## src/rtl/reload_pwm_pkg.sv

```systemverilog
package reload_pwm_pkg;

  typedef enum logic [1:0] {
    SEL_CFG   = 2'd0,
    SEL_COUNT = 2'd1,
    SEL_RELOAD= 2'd2,
    SEL_CMP   = 2'd3
  } reg_sel_e;

  localparam int CFG_W = 5;

  // bit 0 run, 1 auto-reload, 2 toggle on overflow, 3 toggle on compare, 4 idle level
  typedef struct packed {
    logic idle_lvl;
    logic tog_cmp;
    logic tog_ovf;
    logic auto_rl;
    logic run;
  } cfg_t;

  function automatic logic pin_next(input logic cur, input logic ovf_hit,
                                    input logic cmp_hit);
    return cur ^ ovf_hit ^ cmp_hit;
  endfunction

endpackage

```

## src/rtl/reload_pwm_cfg.sv

```systemverilog
module reload_pwm_cfg
  import reload_pwm_pkg::*;
(
  input  logic             clk,
  input  logic             rst_n,
  input  logic             cfg_wr,
  input  logic [CFG_W-1:0] cfg_data,
  input  logic             ovf_evt,
  output cfg_t             cfg_q
);
  cfg_t wr_word;
  assign wr_word = cfg_t'(cfg_data);

  always_ff @(posedge clk) begin
    if (!rst_n) begin
      cfg_q <= '0;
    end else begin
      if (cfg_wr) begin
        if (cfg_q.run) cfg_q.run <= wr_word.run;
        else           cfg_q     <= wr_word;
      end
      if (ovf_evt && !cfg_q.auto_rl) cfg_q.run <= 1'b0;
    end
  end
endmodule

```

## src/rtl/reload_pwm_shadow.sv

```systemverilog
module reload_pwm_shadow #(
  parameter int W = 32
) (
  input  logic         clk,
  input  logic         rst_n,
  input  logic         reload_wr,
  input  logic         cmp_wr,
  input  logic [W-1:0] wr_data,
  input  logic         running,
  input  logic         ovf_evt,
  output logic [W-1:0] sh_reload,
  output logic [W-1:0] act_cmp
);
  logic [W-1:0] sh_cmp;

  always_ff @(posedge clk) begin
    if (!rst_n) begin
      sh_reload <= '0;
      sh_cmp    <= '0;
      act_cmp   <= '0;
    end else begin
      if (reload_wr) sh_reload <= wr_data;
      if (cmp_wr)    sh_cmp    <= wr_data;
      if (!running || ovf_evt) act_cmp <= sh_cmp;
    end
  end
endmodule

```

## src/rtl/reload_pwm_counter.sv

```systemverilog
module reload_pwm_counter #(
  parameter int W = 32
) (
  input  logic         clk,
  input  logic         rst_n,
  input  logic         running,
  input  logic         cnt_wr,
  input  logic [W-1:0] wr_data,
  input  logic [W-1:0] reload_val,
  output logic [W-1:0] count_q,
  output logic         ovf_evt
);
  localparam logic [W-1:0] TOP = '1;

  function automatic logic [W-1:0] step(input logic [W-1:0] cur, input logic run,
                                        input logic ovf, input logic wr,
                                        input logic [W-1:0] wval,
                                        input logic [W-1:0] rl);
    if (wr)  return wval;
    if (ovf) return rl;
    if (run) return cur + 1'b1;
    return cur;
  endfunction

  assign ovf_evt = running && (count_q == TOP);

  always_ff @(posedge clk) begin
    if (!rst_n) count_q <= '0;
    else        count_q <= step(count_q, running, ovf_evt, cnt_wr, wr_data, reload_val);
  end
endmodule

```

## src/rtl/reload_pwm_pin.sv

```systemverilog
module reload_pwm_pin
  import reload_pwm_pkg::*;
(
  input  logic clk,
  input  logic rst_n,
  input  logic running,
  input  logic idle_lvl,
  input  logic tog_ovf,
  input  logic tog_cmp,
  input  logic ovf_evt,
  input  logic cmp_evt,
  output logic pwm_out
);
  logic pin_q;

  always_ff @(posedge clk) begin
    if (!rst_n)        pin_q <= 1'b0;
    else if (!running) pin_q <= idle_lvl;
    else               pin_q <= pin_next(pin_q, tog_ovf && ovf_evt, tog_cmp && cmp_evt);
  end

  assign pwm_out = running ? pin_q : idle_lvl;
endmodule

```

## src/rtl/reload_pwm_timer.sv

```systemverilog
module reload_pwm_timer
  import reload_pwm_pkg::*;
#(
  parameter int CNT_W = 32
) (
  input  logic             clk,
  input  logic             rst_n,
  input  logic             wr_en,
  input  logic [1:0]       wr_sel,
  input  logic [CNT_W-1:0] wr_data,
  output logic             pwm_out
);
  cfg_t             cfg_q;
  logic             running;
  logic [CNT_W-1:0] count_q;
  logic [CNT_W-1:0] sh_reload;
  logic [CNT_W-1:0] act_cmp;
  logic             ovf_evt;
  logic             cmp_evt;
  logic             cfg_wr, cnt_wr, reload_wr, cmp_wr;

  assign cfg_wr    = wr_en && (reg_sel_e'(wr_sel) == SEL_CFG);
  assign cnt_wr    = wr_en && (reg_sel_e'(wr_sel) == SEL_COUNT);
  assign reload_wr = wr_en && (reg_sel_e'(wr_sel) == SEL_RELOAD);
  assign cmp_wr    = wr_en && (reg_sel_e'(wr_sel) == SEL_CMP);

  assign running = cfg_q.run;
  assign cmp_evt = running && (count_q == act_cmp);

  reload_pwm_cfg u_cfg (
    .clk      (clk),
    .rst_n    (rst_n),
    .cfg_wr   (cfg_wr),
    .cfg_data (wr_data[CFG_W-1:0]),
    .ovf_evt  (ovf_evt),
    .cfg_q    (cfg_q)
  );

  reload_pwm_shadow #(.W(CNT_W)) u_shadow (
    .clk       (clk),
    .rst_n     (rst_n),
    .reload_wr (reload_wr),
    .cmp_wr    (cmp_wr),
    .wr_data   (wr_data),
    .running   (running),
    .ovf_evt   (ovf_evt),
    .sh_reload (sh_reload),
    .act_cmp   (act_cmp)
  );

  reload_pwm_counter #(.W(CNT_W)) u_counter (
    .clk        (clk),
    .rst_n      (rst_n),
    .running    (running),
    .cnt_wr     (cnt_wr),
    .wr_data    (wr_data),
    .reload_val (sh_reload),
    .count_q    (count_q),
    .ovf_evt    (ovf_evt)
  );

  reload_pwm_pin u_pin (
    .clk      (clk),
    .rst_n    (rst_n),
    .running  (running),
    .idle_lvl (cfg_q.idle_lvl),
    .tog_ovf  (cfg_q.tog_ovf),
    .tog_cmp  (cfg_q.tog_cmp),
    .ovf_evt  (ovf_evt),
    .cmp_evt  (cmp_evt),
    .pwm_out  (pwm_out)
  );
endmodule

```

## config.mk

```make
export PLATFORM = sky130hd
export DESIGN_NAME = reload_pwm_timer
export DESIGN_NICKNAME = d
export VERILOG_FILES = /design/src/rtl/reload_pwm_pkg.sv /design/src/rtl/reload_pwm_cfg.sv /design/src/rtl/reload_pwm_shadow.sv /design/src/rtl/reload_pwm_counter.sv /design/src/rtl/reload_pwm_pin.sv /design/src/rtl/reload_pwm_timer.sv
export SDC_FILE = /design/constraint.sdc
export NUM_CORES = 1
export LEC_CHECK = 0
export BUFFER_PORTS_ARGS = -buffer_cell sky130_fd_sc_hd__clkbuf_2
export CELL_PAD_IN_SITES_DETAIL_PLACEMENT = 2
export CELL_PAD_IN_SITES_GLOBAL_PLACEMENT = 2
export CORE_ASPECT_RATIO = 0.9
export CORE_MARGIN = 5
export CORE_UTILIZATION = 39
export DETAILED_ROUTE_END_ITERATION = 16
export PLACE_DENSITY = 0.95
export RECOVER_POWER = 100
export SYNTH_ARGS = -nofsm -noshare
export SYNTH_HDL_FRONTEND = slang
export SYNTH_SLANG_ARGS = --single-unit
```

## constraint.sdc

```tcl
create_clock -name clk -period 5.9 [get_ports clk]
set_input_delay 0.295 -clock clk [delete_from_list [all_inputs] [get_ports clk]]
set_output_delay 0.295 -clock clk [all_outputs]
set_load 0.005 [all_outputs]
```

==> flow_summary.yaml <==
run_status:
  status: "finished with violations"
  violations: "capacitance limit, slew limit"
clocking:
  clock_path_buffers: 2
  cts_buffers: 17
  cts-root-buf: "clkbuf_16"
  htree_levels: 4
  cts_resized: 0
  hold_buffers: 0
  post_cts_buffers: 0
  cts_tree: "built"
  clkTransAtPathRegs_ns: 0.06
  clk_latency_ns: 0.44
  cts_sinks: 134
floorplanning:
  floorplan.die_area_mm2: 0.0188
  floorplan.initialDensity_pct: 39.3
  fp.coreArea_mm2: 0.0160
  chipHeight_um: 130
  rows: 44
  fp.dieW_um: 144
  ios: 38
critical_path:
  rrSetupSlack_ns: 1.58
  cp.required_ns: 6.24
  start_kind: "flop"
  arrival_ns: 4.66
  worst-setup-path-type: "reg -> reg"
  end_kind: "flop"
  r2r_cells: 7
  crit_fanout: 25
sta:
  grt_setup_unrepaired: "false"
  setup_viol: 0
  tns_ns: 0
  period_minus_slack_ns: 4.32
  hold_viol: 0
  fmax_mhz: 231
  slew_viol_final: 96
  relSlewSlack_pct: -38.5
  whs_ns: 0.112
  min_period_over_period_pct: 73.2
  final.setup_skew_ns: 0.0108
  tightest_slew_ns: 2.08
grt:
  grt.total_usage_pct: 27.4
  grt_util_met2_pct: 46.9
  grt_pass1_vias: 6758
  grt_util_met1_pct: 33.6
  antenna_found_initial: 0
  grt_pass1_wl_um: 39000
  grt_max_degree: 74
  grt.overflow.total: 0
  grt_util_met3_pct: 5.28
  grt-busiest-layer: "met2"
finish:
  multi_input_area_mm2: 0.00330
  syn2layout_area_growth_pct: 12.9
  layout.nets: 853
  fillers: 1810
  register_area_mm2: 0.00268
  layout_common_cells: "nand2_1, dfxtp_1, a21oi_1"
  layout-drive-gt1-share_pct: 10.7
  instances_no_fill: 1035
  final_common_cell: "nand2_1"
  insertedDiodeCount: 0
detailed_routing:
  wl_per_cell_um: 23.9
  drc: 0
  drt_wl_total_um: 24700
  ant_nets: 0
  drt_iter0_markers: 484
  vias: 6178
  drt_first_pass_iters: 4
  vias_per_cell: 5.97
logic_synthesis:
  netlist_area_mm2: 0.00628
  postSynthCellCount: 809
  syn_area_per_cell_um2: 7.77
  synth_cell_type_count: 51
  async_flop_share_pct: 0
  yosysWarningCount: 0
  synth_edf_count: 0
  synth_nets: 847
  ys.flop_type: "dfxtp_1"
  synth-seq-area-share_pct: 42.7
  synth_seq_cells: 134
place:
  gp_congestion: 0.805
  hpwlAfterDp_um: 15500
  io_buffer_count: 37
  numPlacedInstances: 1003
min_path:
  hold_class: "in -> reg"
  worstHoldPathCells: 3
power:
  power_mw: 2.22
  leakage_nw: 2.68
  vdd_drop_max_mv: 0.219
  power_density_mw_per_mm2: 313
flow_run:
  cap_violations: 3
[kinds of logic (layout without fill, tap and decap cells)]
logic type,count (synthesis),in the layout,share of synthesized area (%)
simple gates,355,355,26.3
compound gates,187,187,16.9
buf+inv,65,84,4.34
flops,134,134,42.7
mux,11,11,1.79
fa+ha+maj,1,1,0.199
xor+xnor,56,56,7.81
[registers in the layout, summed over array words and instances, names as in the netlist]
| name | cells |
|---|---|
| u_shadow.act_cmp | 32 |
| u_shadow.sh_cmp | 32 |
| u_counter.count_q | 32 |
| u_pin.pin_q | 1 |
| u_cfg.cfg_q | 5 |
| u_shadow.sh_reload | 32 |
[synth_stat cells, types with 3 or more instances]
| master | n | area [µm²] |
|---|---|---|
| a211o_1 | 3 | 26.3 |
| a211oi_1 | 3 | 22.5 |
| a21oi_1 | 128 | 641 |
| a221oi_1 | 12 | 105 |
| a31oi_1 | 5 | 31.3 |
| and2_1 | 5 | 31.3 |
| and3_1 | 16 | 100 |
| and4_1 | 7 | 61.3 |
| buf_2 | 17 | 85.1 |
| clkbuf_1 | 41 | 154 |
| dfxtp_1 | 134 | 2680 |
| inv_1 | 4 | 15.0 |
| mux2i_1 | 9 | 90.1 |
| nand2_1 | 231 | 867 |
| nand3_1 | 17 | 85.1 |
| nand3b_1 | 3 | 22.5 |
| nand4_1 | 17 | 106 |
| nor2_1 | 23 | 86.3 |
| nor3_1 | 10 | 50.1 |
| nor4_1 | 9 | 56.3 |
| o211ai_1 | 5 | 37.5 |
| o21ai_0 | 18 | 90.1 |
| or3_1 | 4 | 25.0 |
| xnor2_1 | 14 | 123 |
| xor2_1 | 42 | 368 |
[path summary, 6_finish.rpt]
kind / startpoint / endpoint
worst max-delay path: u_counter.count_q[10] / u_shadow.act_cmp[4]
worst min-delay path: wr_data[25] / u_shadow.sh_cmp[25]
worst max register to register: u_counter.count_q[10] / u_shadow.act_cmp[4]
worst min register to register: u_shadow.sh_cmp[15] / u_shadow.sh_cmp[15]
[cell type report]
type | instances | area share (%)
inverter | 5 | 0.282
multi-input combinational | 610 | 46.5
timing repair buffer | 47 | 3.58
clock buffer | 21 | 6.77
tap | 207 | 3.65
clock inverter | 11 | 1.39
sequential | 134 | 37.8
[routing by layer]
metal  vias up  wire (µm)
met4         0        956
li1       2789          -
met3        65       1110
met5         -          0
met2       173      12000
met1      3151      10700
[metrics by stage]
| stage | utilization, % | worst slack (ns) | cell area, µm² |
|---|---|---|---|
| after floorplan | - | 3.93 | 6280 |
| after global placement | 41.0 | 3.04 | 6550 |
| after detailed placement | 41.0 | 2.70 | 6550 |
| after CTS | 44.7 | 2.60 | 7130 |
| after global routing | 44.4 | 1.31 | 7090 |
| final | 44.4 | 1.58 | 7090 |
[report_power, final]
group	switching, mW	total, mW	internal (mW)
Sequential	0.0359	0.972	0.936
Combinational	0.119	0.178	0.0594
Clock	0.443	1.07	0.623
Total	0.598	2.22	1.62
[critical path, stage by stage, from the launching register on]
cell and delay (ns):
dfxtp_1 0.52, and4_1 0.33, and4_1 0.40, nand4_1 1.09
nand2_1 1.09, buf_4 0.41, nand2_1 0.12, a21oi_1 0.24
Power figures use the tool's default switching activity.
